[src/rtl/fwd_pkg.sv]
`timescale 1ns/1ps
package fwd_pkg;

  parameter int unsigned FWD_WORD_W = 32;
  parameter int unsigned FWD_FMT_W  = 2;
  parameter int unsigned FWD_OPC_W  = 8;
  parameter int unsigned FWD_REG_W  = 7;

  // bit positions derived from the widths
  localparam int unsigned FWD_OPC_LSB = FWD_WORD_W - FWD_FMT_W - FWD_OPC_W;
  localparam int unsigned FWD_LO_LSB  = 1;
  localparam int unsigned FWD_MID_LSB = FWD_LO_LSB + FWD_REG_W;
  localparam int unsigned FWD_HI_LSB  = FWD_MID_LSB + FWD_REG_W;

  typedef logic [FWD_REG_W-1:0]  reg_id_t;
  typedef logic [FWD_OPC_W-1:0]  opc_t;
  typedef logic [FWD_WORD_W-1:0] word_t;

  typedef enum logic [FWD_FMT_W-1:0] {
    FMT_TWO_SRC = 2'd0,
    FMT_TWO_DST = 2'd1,
    FMT_FUNC    = 2'd2,
    FMT_BAD     = 2'd3
  } fmt_e;

  typedef enum logic {
    SEQ_IDLE  = 1'b0,
    SEQ_TRAIL = 1'b1
  } seq_e;

  // fields that reach the consumer
  typedef struct packed {
    fmt_e    fmt;
    opc_t    opcode;
    reg_id_t src_a;
    reg_id_t src_b;
    reg_id_t dst_a;
    reg_id_t dst_b;
    reg_id_t func;
    logic    illegal;
  } fld_t;

  // fields plus the request for a trailing word
  typedef struct packed {
    fld_t f;
    logic want_trailer;
  } dec_t;

  // complete record held in the output stage
  typedef struct packed {
    fld_t  f;
    word_t imm;
    logic  imm_vld;
  } out_t;

  localparam int unsigned FWD_FLD_W = $bits(fld_t);
  localparam int unsigned FWD_OUT_W = $bits(out_t);

  // one 7-bit register slot starting at a given bit
  function automatic reg_id_t slot_at(input word_t w, input int unsigned lsb);
    return w[lsb +: FWD_REG_W];
  endfunction

  // split an instruction word into its fields
  function automatic dec_t split_word(input word_t w);
    dec_t    d;
    reg_id_t hi;
    reg_id_t mid;
    reg_id_t lo;
    d  = '0;
    hi  = slot_at(w, FWD_HI_LSB);
    mid = slot_at(w, FWD_MID_LSB);
    lo  = slot_at(w, FWD_LO_LSB);
    d.f.fmt = fmt_e'(w[FWD_WORD_W-1 -: FWD_FMT_W]);
    unique case (d.f.fmt)
      FMT_TWO_SRC: begin
        d.f.src_b = hi;
        d.f.src_a = mid;
        d.f.dst_a = lo;
      end
      FMT_TWO_DST: begin
        d.f.src_a = hi;
        d.f.dst_b = mid;
        d.f.dst_a = lo;
      end
      FMT_FUNC: begin
        d.f.func  = hi;
        d.f.src_a = mid;
        d.f.dst_a = lo;
      end
      default: d.f.illegal = 1'b1;
    endcase
    if (!d.f.illegal) begin
      d.f.opcode     = w[FWD_OPC_LSB +: FWD_OPC_W];
      d.want_trailer = w[0];
    end
    return d;
  endfunction

endpackage

[src/rtl/fwd_seq.sv]
`timescale 1ns/1ps
module fwd_seq
  import fwd_pkg::*;
(
  input  logic clk,
  input  logic rst_n,
  input  logic flush,
  input  logic in_valid,
  input  logic out_valid_q,
  input  logic out_ready,
  input  logic want_trailer,
  output logic in_ready,
  output logic take_instr,
  output logic take_trailer,
  output logic needs_trail,
  output logic load_out,
  output logic in_trail
);

  seq_e st_q;
  seq_e st_d;
  logic out_free;
  logic accept;

  always_comb begin
    out_free     = !out_valid_q || out_ready;
    in_ready     = !flush && out_free;
    accept       = in_valid && in_ready;
    take_instr   = accept && (st_q == SEQ_IDLE);
    take_trailer = accept && (st_q == SEQ_TRAIL);
    needs_trail  = take_instr && want_trailer;
    load_out     = (take_instr && !want_trailer) || take_trailer;
    in_trail     = (st_q == SEQ_TRAIL);
  end

  always_comb begin
    st_d = st_q;
    if (flush)             st_d = SEQ_IDLE;
    else if (needs_trail)  st_d = SEQ_TRAIL;
    else if (take_trailer) st_d = SEQ_IDLE;
  end

  always_ff @(posedge clk or negedge rst_n) begin
    if (!rst_n) st_q <= SEQ_IDLE;
    else        st_q <= st_d;
  end

endmodule

[src/rtl/fwd_hold.sv]
`timescale 1ns/1ps
module fwd_hold #(
  parameter int unsigned W = 8
) (
  input  logic         clk,
  input  logic         rst_n,
  input  logic         clr,
  input  logic         en,
  input  logic [W-1:0] d,
  output logic [W-1:0] q
);

  always_ff @(posedge clk or negedge rst_n) begin
    if (!rst_n)  q <= '0;
    else if (clr) q <= '0;
    else if (en)  q <= d;
  end

endmodule

[src/rtl/fwd_out_stage.sv]
`timescale 1ns/1ps
module fwd_out_stage #(
  parameter int unsigned DW = 8
) (
  input  logic          clk,
  input  logic          rst_n,
  input  logic          flush,
  input  logic          load,
  input  logic          out_ready,
  input  logic [DW-1:0] d,
  output logic          valid_q,
  output logic [DW-1:0] q
);

  always_ff @(posedge clk or negedge rst_n) begin
    if (!rst_n) begin
      valid_q <= 1'b0;
      q       <= '0;
    end else if (flush) begin
      valid_q <= 1'b0;
    end else if (load) begin
      valid_q <= 1'b1;
      q       <= d;
    end else if (out_ready) begin
      valid_q <= 1'b0;
    end
  end

endmodule

[src/rtl/fetch_word_decoder.sv]
`timescale 1ns/1ps
module fetch_word_decoder
  import fwd_pkg::*;
(
  input  logic                  clk,
  input  logic                  rst_n,
  input  logic                  flush,
  input  logic                  in_valid,
  output logic                  in_ready,
  input  logic [FWD_WORD_W-1:0] in_word,
  output logic                  out_valid,
  input  logic                  out_ready,
  output logic [FWD_FMT_W-1:0]  out_fmt,
  output logic [FWD_OPC_W-1:0]  out_opcode,
  output logic [FWD_REG_W-1:0]  out_src_a,
  output logic [FWD_REG_W-1:0]  out_src_b,
  output logic [FWD_REG_W-1:0]  out_dst_a,
  output logic [FWD_REG_W-1:0]  out_dst_b,
  output logic [FWD_REG_W-1:0]  out_func,
  output logic [FWD_WORD_W-1:0] out_imm,
  output logic                  out_imm_vld,
  output logic                  out_illegal
);

  // named internal events, also watched by the checker
  logic take_instr_w;
  logic take_trail_w;
  logic needs_trail_w;
  logic load_out_w;
  logic in_trail_w;

  dec_t dec_w;
  fld_t pend_q;
  out_t next_rec;
  out_t rec_q;

  assign dec_w = split_word(in_word);

  fwd_seq u_seq (
    .clk          (clk),
    .rst_n        (rst_n),
    .flush        (flush),
    .in_valid     (in_valid),
    .out_valid_q  (out_valid),
    .out_ready    (out_ready),
    .want_trailer (dec_w.want_trailer),
    .in_ready     (in_ready),
    .take_instr   (take_instr_w),
    .take_trailer (take_trail_w),
    .needs_trail  (needs_trail_w),
    .load_out     (load_out_w),
    .in_trail     (in_trail_w)
  );

  // fields of an instruction waiting for its immediate
  fwd_hold #(.W(FWD_FLD_W)) u_pend (
    .clk   (clk),
    .rst_n (rst_n),
    .clr   (flush),
    .en    (needs_trail_w),
    .d     (dec_w.f),
    .q     (pend_q)
  );

  always_comb begin
    if (take_trail_w) begin
      next_rec.f       = pend_q;
      next_rec.imm     = in_word;
      next_rec.imm_vld = 1'b1;
    end else begin
      next_rec.f       = dec_w.f;
      next_rec.imm     = '0;
      next_rec.imm_vld = 1'b0;
    end
  end

  fwd_out_stage #(.DW(FWD_OUT_W)) u_out (
    .clk       (clk),
    .rst_n     (rst_n),
    .flush     (flush),
    .load      (load_out_w),
    .out_ready (out_ready),
    .d         (next_rec),
    .valid_q   (out_valid),
    .q         (rec_q)
  );

  assign out_fmt     = rec_q.f.fmt;
  assign out_opcode  = rec_q.f.opcode;
  assign out_src_a   = rec_q.f.src_a;
  assign out_src_b   = rec_q.f.src_b;
  assign out_dst_a   = rec_q.f.dst_a;
  assign out_dst_b   = rec_q.f.dst_b;
  assign out_func    = rec_q.f.func;
  assign out_imm     = rec_q.imm;
  assign out_imm_vld = rec_q.imm_vld;
  assign out_illegal = rec_q.f.illegal;

  logic unused_take_instr;
  assign unused_take_instr = take_instr_w;

endmodule

[config.mk]
export PLATFORM = sky130hd
export DESIGN_NAME = fetch_word_decoder
export DESIGN_NICKNAME = d
export VERILOG_FILES = /design/src/rtl/fwd_pkg.sv /design/src/rtl/fwd_seq.sv /design/src/rtl/fwd_hold.sv /design/src/rtl/fwd_out_stage.sv /design/src/rtl/fetch_word_decoder.sv
export SDC_FILE = /design/constraint.sdc
export NUM_CORES = 1
export LEC_CHECK = 0
export BUFFER_PORTS_ARGS = -buffer_cell sky130_fd_sc_hd__buf_2
export CAP_MARGIN = 20
export CORE_ASPECT_RATIO = 1.1
export CORE_UTILIZATION = 40
export CTS_BUF_LIST = sky130_fd_sc_hd__clkbuf_4 sky130_fd_sc_hd__clkbuf_8
export DETAILED_ROUTE_END_ITERATION = 6
export GPL_TIMING_DRIVEN = 0
export PLACE_DENSITY = 0.68
export SYNTH_ARGS = -nofsm -noshare
export SYNTH_HDL_FRONTEND = slang
export SYNTH_SLANG_ARGS = --single-unit
[constraint.sdc]
create_clock -name clk -period 2 [get_ports clk]
set_clock_uncertainty 0.05 [all_clocks]
set_input_delay 0.1 -clock clk [delete_from_list [all_inputs] [get_ports clk]]
set_output_delay 0.1 -clock clk [all_outputs]
set_load 0.01 [all_outputs]
# ---- After elaboration in Yosys (flattened, before gate mapping)
# Index checks and enable logic that the tools add are counted.
dict set report totals {
  in_bits 37
  wordCells 43
  ff_bits 127
}
dict set report classes {
  bitwise_logic 2
  n_reduce_logical 18
  mux 17
  n_eq_ne 2
}
# op n
set ops {}
lappend ops {{$mux 46} 2}
lappend ops {{$mux 79} 1}
lappend ops {{$mux 7} 4}
lappend ops {{$pmux 7 s2} 1}
lappend ops {{$mux 1} 8}
lappend ops {{$mux 8} 1}
lappend ops {{$logic_and 1x1->1} 6}
lappend ops {{$reduce_bool 3->1} 2}
lappend ops {{$logic_not 1->1} 3}
lappend ops {{$reduce_or 3->1} 1}
lappend ops {{$eq 2x1->1 const B} 1}
lappend ops {{$eq 2x2->1 const B} 1}
lappend ops {{$logic_not 2->1} 1}
lappend ops {{$logic_or 1x1->1} 2}
lappend ops {{$not 1->1} 2}
lappend ops {{$reduce_and 2->1} 1}
lappend ops {{$reduce_bool 2->1} 1}
lappend ops {{$reduce_or 2->1} 1}

# ---- Depth between registers and ports, before layout
dict set report depth {
  depth_word 9
  mapped_depth 6
}

# ---- By module
# A second synthesis with hierarchy kept.
dict set report hier_totals {
  cells_unflattened 562
  hier_area_um2 6292.3
}
# mod instances cells_per_inst area_each_um2
set by_module_without_submodules {}
lappend by_module_without_submodules {fwd_out_stage 1 172 3044.2}
lappend by_module_without_submodules {fwd_hold 1 148 1900.6}
lappend by_module_without_submodules {fetch_word_decoder 1 230 1253.7}
lappend by_module_without_submodules {fwd_seq 1 12 93.8}

# ---- Worst setup path before layout
# OpenSTA, ideal clock, no wires.
dict set report synth_timing {
  path_kind {reg2reg}
  from {register u_out.valid_q}
  to {register u_out.q[38]}
  period_less_slack_ps 1724
  arrival_ps 1547
  stages_incl_launch_ff 6
  slack_ps 276
  cell_sequence {dfrtp_1 nor2b_1 clkbuf_2 a211oi_4 buf_6 mux2_1}
}
dict set report synth_between {
  elab_chain_cells 8
  elab_cells_between_ends 10
  cone_classes {mux: 1; reduce/logical: 9}
}
# item line
set synth_lines {}
lappend synth_lines {{start, declared} fwd_out_stage.sv:11} ;# output logic valid_q,
lappend synth_lines {{start signal, assigned} fwd_out_stage.sv:17} ;# valid_q <= 1'b0;
lappend synth_lines {{start signal, assigned} fwd_out_stage.sv:20} ;# valid_q <= 1'b0;
lappend synth_lines {{start signal, assigned} fwd_out_stage.sv:22} ;# valid_q <= 1'b1;
lappend synth_lines {{$logic_not 1->1 (*)} fwd_seq.sv:26} ;# out_free = !out_valid_q || out_ready;
lappend synth_lines {{$logic_or 1x1->1 (*)} fwd_seq.sv:26}
lappend synth_lines {{$logic_and 1x1->1 (*)} fwd_seq.sv:27} ;# in_ready = !flush && out_free;
lappend synth_lines {{$logic_and 1x1->1 (*)} fwd_seq.sv:28} ;# accept = in_valid && in_ready;
lappend synth_lines {{$logic_and 1x1->1} fwd_seq.sv:29} ;# take_instr = accept && (st_q == SEQ_IDLE);
lappend synth_lines {{$logic_and 1x1->1} fwd_seq.sv:32} ;# load_out = (take_instr && !want_trailer) || take_trailer;
lappend synth_lines {{$logic_or 1x1->1} fwd_seq.sv:32}
lappend synth_lines {{$reduce_and 2->1 (no line)} n/a}
lappend synth_lines {{end signal, assigned} fwd_out_stage.sv:18} ;# q <= '0;
lappend synth_lines {{end signal, assigned} fwd_out_stage.sv:23} ;# q <= d;
lappend synth_lines {{end, declared} fwd_out_stage.sv:12} ;# output logic [DW-1:0] q
# Every way passes the cells marked *; elsewhere a longest branch is shown, timed or not.
# A chain may end at the register's enable or synchronous reset.

# ---- Worst setup path after layout
dict set report layout_timing {
  from {register u_seq.st_q, in the netlist u_seq.in_trail}
  to {register u_out.q[42]}
}
dict set report layout_between {
  elab_chain_cells 5
  elab_cells_between_ends 7
  cone_classes {mux: 1; bitwise: 1; reduce/logical: 5}
}
# item line
set layout_lines {}
lappend layout_lines {{start, declared} fwd_seq.sv:20} ;# seq_e st_q;
lappend layout_lines {{start signal, assigned} fwd_seq.sv:45} ;# else st_q <= st_d;
lappend layout_lines {{$not 1->1} fwd_seq.sv:29}
lappend layout_lines {{$logic_and 1x1->1} fwd_seq.sv:29}
lappend layout_lines {{$logic_and 1x1->1} fwd_seq.sv:32}
lappend layout_lines {{$logic_or 1x1->1} fwd_seq.sv:32}
lappend layout_lines {{$reduce_and 2->1 (no line)} n/a}
# Several ways; a longest one is shown, not always the timed one.

==> metrics <==
routed wire length=around 16000 µm; routed via count divided by cell count=about 5.2; slowest cell on the critical path=clkbuf_1; DR vias=about 4600; Worst VDD drop=between 0.5 and 0.6 mV; cell family contributing the most delay on the critical path=buffers and inverters; Final setup violation count=0; endpoint arrival time on the critical path=about 2200 ps; number of buffers created by CTS=17; layout cell share with drive strength beyond 1=roughly 30%; CP endpoint kind=register; number of max-slew violations in the final report=0; fraction of power consumed by the clock network=around 37%; total global routing overflow=0; cell internal pwr=0.004654 W; Final period util=between 90% and 100%; Post-Syn Area=slightly below 6000 µm²; Static Leakage=roughly 3.8 nW; Sum Neg Setup Slack=0 ps; share of the synthesized area in the top cell type=between 50% and 60%; maximum capacitance violations=0; Detailed Routing Iterations Pass 1=7; number of inserted diodes=0; wire per inst=17.77 µm; RSZ-0062 raised after global routing=false; Placement Rows=46; post-layout power=0.006494 W; global-route wire length before repair=about 26000 µm; largest net degree at the start of global routing=66; Num Clock Sinks=127; clock insertion delay at the later pin of the skew report=roughly 450 ps; number of antenna violations at the first check in global routing=0; detailed placement HPWL=around 11000 µm; root buffer cell=clkbuf_8; Synthesized Nets=between 500 and 600; crit-path max FO=10; register clock-pin slew on the reported worst setup and hold paths=around 80 ps; drt initial violations=~320; cell seen most often among critical-path stages=clkbuf_1; Yosys Warn Count=0; core area=about 14000 µm²; required time of the critical path=around 2300 ps; origin of the critical flop-to-flop path=u_seq.in_trail$_DFFE_PN0P_; DRC violation count after routing=0; areal power density over the cells=around 870 nW/µm²; worst setup path class=reg -> reg; instance area at placement=just under 7000 µm²; synthesized area per cell=~11 µm²; Unique masters post-synth=33; largest cells by area after synthesis=dfrtp_1 (54%), mux2i_1 (6.0%), a22o_1 (4.8%); register area share after synthesis=around 54%; peak per-stage delay on the critical path=between 400 and 500 ps; remaining antenna violation count after routing=0; Bufs and invs on worst path=3; number of nets in the layout=just over 700; area of the die=~15000 µm²; total global-route track usage=roughly 22%; startpoint kind of the worst setup timing path=register; crit path from=u_seq.in_trail$_DFFE_PN0P_; dominant cell type by area after synthesis=dfrtp_1; routability-driven placement congestion ratio=~0.80; net switching fraction of the power=between 20% and 30%; transition at the pin with the smallest max-transition slack=between 500 and 600 ps; buffer depth of the longest clock path=2; Max transition margin=60.43%; Chip Height=between 100 and 150 µm; outcome=finished clean; Tmin final=between 1500 and 2000 ps; sw power=0.001840 W; worst hold path type=in -> reg; maximum clock frequency=about 530 MHz; worst hold path startpoint=in_word[30]; number of standard cells after synthesis=513; register share of total power=a little under half; via count of the first global-routing pass=~4800; Final Hold Vio Count=0; layout overhead on the synthesized area=27.68%; cell breakdown of the critical path=buf_2, clkbuf_1, clkbuf_1, nand2_1, o21ai_0, mux2_1; final instance area=between 7000 and 8000 µm²; die width=approximately 120 µm; # H-tree levels=4; register bit count reported by yosys=roughly 130; Top Ports=~120; TritonCTS clock tree=done; Port Buffers=115; effective utilization at floorplan=40.81%; part of the total power dissipated in combinational logic=roughly 18%
-- per-layer routing --
metal / wire, µm / vias to the layer above / track usage, %
met5: 0 / - / 0
met3: 994 / 29 / 6.250
met2: 7512 / 171 / 34.91
met4: 302 / 0 / 8.220
li1: - / 2134 / -
met1: 6956 / 2299 / 29.13
-- state kept, by name (all words and copies together), names as in the netlist --
name and count:
u_pend.q 46, u_seq.in_trail 1, u_out.q 79, u_out.valid_q 1
-- cells in the final DEF (no fill, tap or decap), types with 18 or more instances in the layout --
master	netlist	routed
mux2_1	18	18
nand2_1	39	39
nor2b_1	26	26
dfrtp_1	127	127
clkbuf_1	22	21
mux2i_1	35	35
buf_2	16	130
mux2_2	24	24
o21ai_0	30	30
nand2b_1	36	36
clkbuf_8	0	19
dlygate4sd3_1	0	32
nor2_1	25	25
a22o_1	32	32
-- Yosys cell counts, drive strengths merged --
library cell,instances
dfrtp,127
mux2,42
nand2,39
nand2b,37
mux2i,35
a22o,32
o21ai,30
nor2b,26
nor2,25
clkbuf,23
buf,19
nand3b,15
o22a,15
and3b,8
o31ai,8
a31o,7
and2,7
inv,7
a21o,2
a21oi,2
a211o,1
a211oi,1
clkinv,1
nand4,1
nor3,1
o311ai,1
o31a,1
-- cells by family (layout without fill, tap and decap cells) --
group | count (synthesis) | after routing | share of synthesized area [%]
simple gates | 159 | 159 | 15.07
mux | 77 | 77 | 14.02
flops | 127 | 127 | 54.12
buf+inv | 50 | 232 | 3.878
compound gates | 100 | 100 | 12.91
-- final timing paths --
check	cells after the start	slack (ps)	endpoint
hold / removal	4	70	u_pend.q[30]$_DFFE_PN0P_
hold reg to reg	1	430	u_out.q[39]$_DFFE_PN0P_
setup / recovery	6	100	u_out.q[42]$_DFFE_PN0P_
max in group asynchronous	3	1000	u_out.q[48]$_DFFE_PN0P_
setup reg to reg	6	100	u_out.q[42]$_DFFE_PN0P_
min in group asynchronous	2	160	u_out.q[19]$_DFFE_PN0P_
-- power groups by stage --
stage | registers [W] | clock network (W) | logic [W]
after floorplan | 0.00311 | 0 | 0.000479
after global placement | 0.00300 | 0 | 0.00108
after detailed placement | 0.00301 | 0 | 0.00110
after CTS | 0.00296 | 0.00243 | 0.00116
after global routing | 0.00300 | 0.00255 | 0.00126
final | 0.00296 | 0.00238 | 0.00116
-- area by class of cell --
class / instances / area (µm²)
Buffer: 42 / 198.9
Sequential cell: 127 / 3178
Multi-Input combinational cell: 336 / 2472
Inverter: 8 / 33.78
Clock buffer: 19 / 261.5
Clock inverter: 12 / 160.2
Fill cell: 1286 / 6892
Timing Repair Buffer: 151 / 952.2
Tap cell: 192 / 240.2
-- metrics by stage --
step / utilization [%] / setup WS, ps / hold slack, ps / instances
after floorplan: - / 275.7 / -245.6 / 513
after global placement: 46.48 / -821.6 / 310.7 / 820
after detailed placement: 46.71 / 18.29 / 77.98 / 821
after CTS: 52.07 / 104.7 / 44.67 / 887
after global routing: 52.10 / 12.64 / 119.4 / 887
final: 52.10 / 100.9 / 74.47 / 887
-- worst register-to-register path, delay by kind of cell, from the launching register on --
kind,cells,cell delay [ps]
DFF,1,320
muxes,1,190
buffers and inverters,3,1040
AOI/OAI and AO/OA,1,130
and+or+nand+nor,1,100
-- timing repair --
item,4_1_cts,5_1_grt
gates resized for setup,1,3
pin swaps,1,0
endpoints found under the setup margin,3,25
buffers inserted,3,0
hold buffers,32,0
endpoints found under the hold margin,128,0
Power figures use the tool's default switching activity.
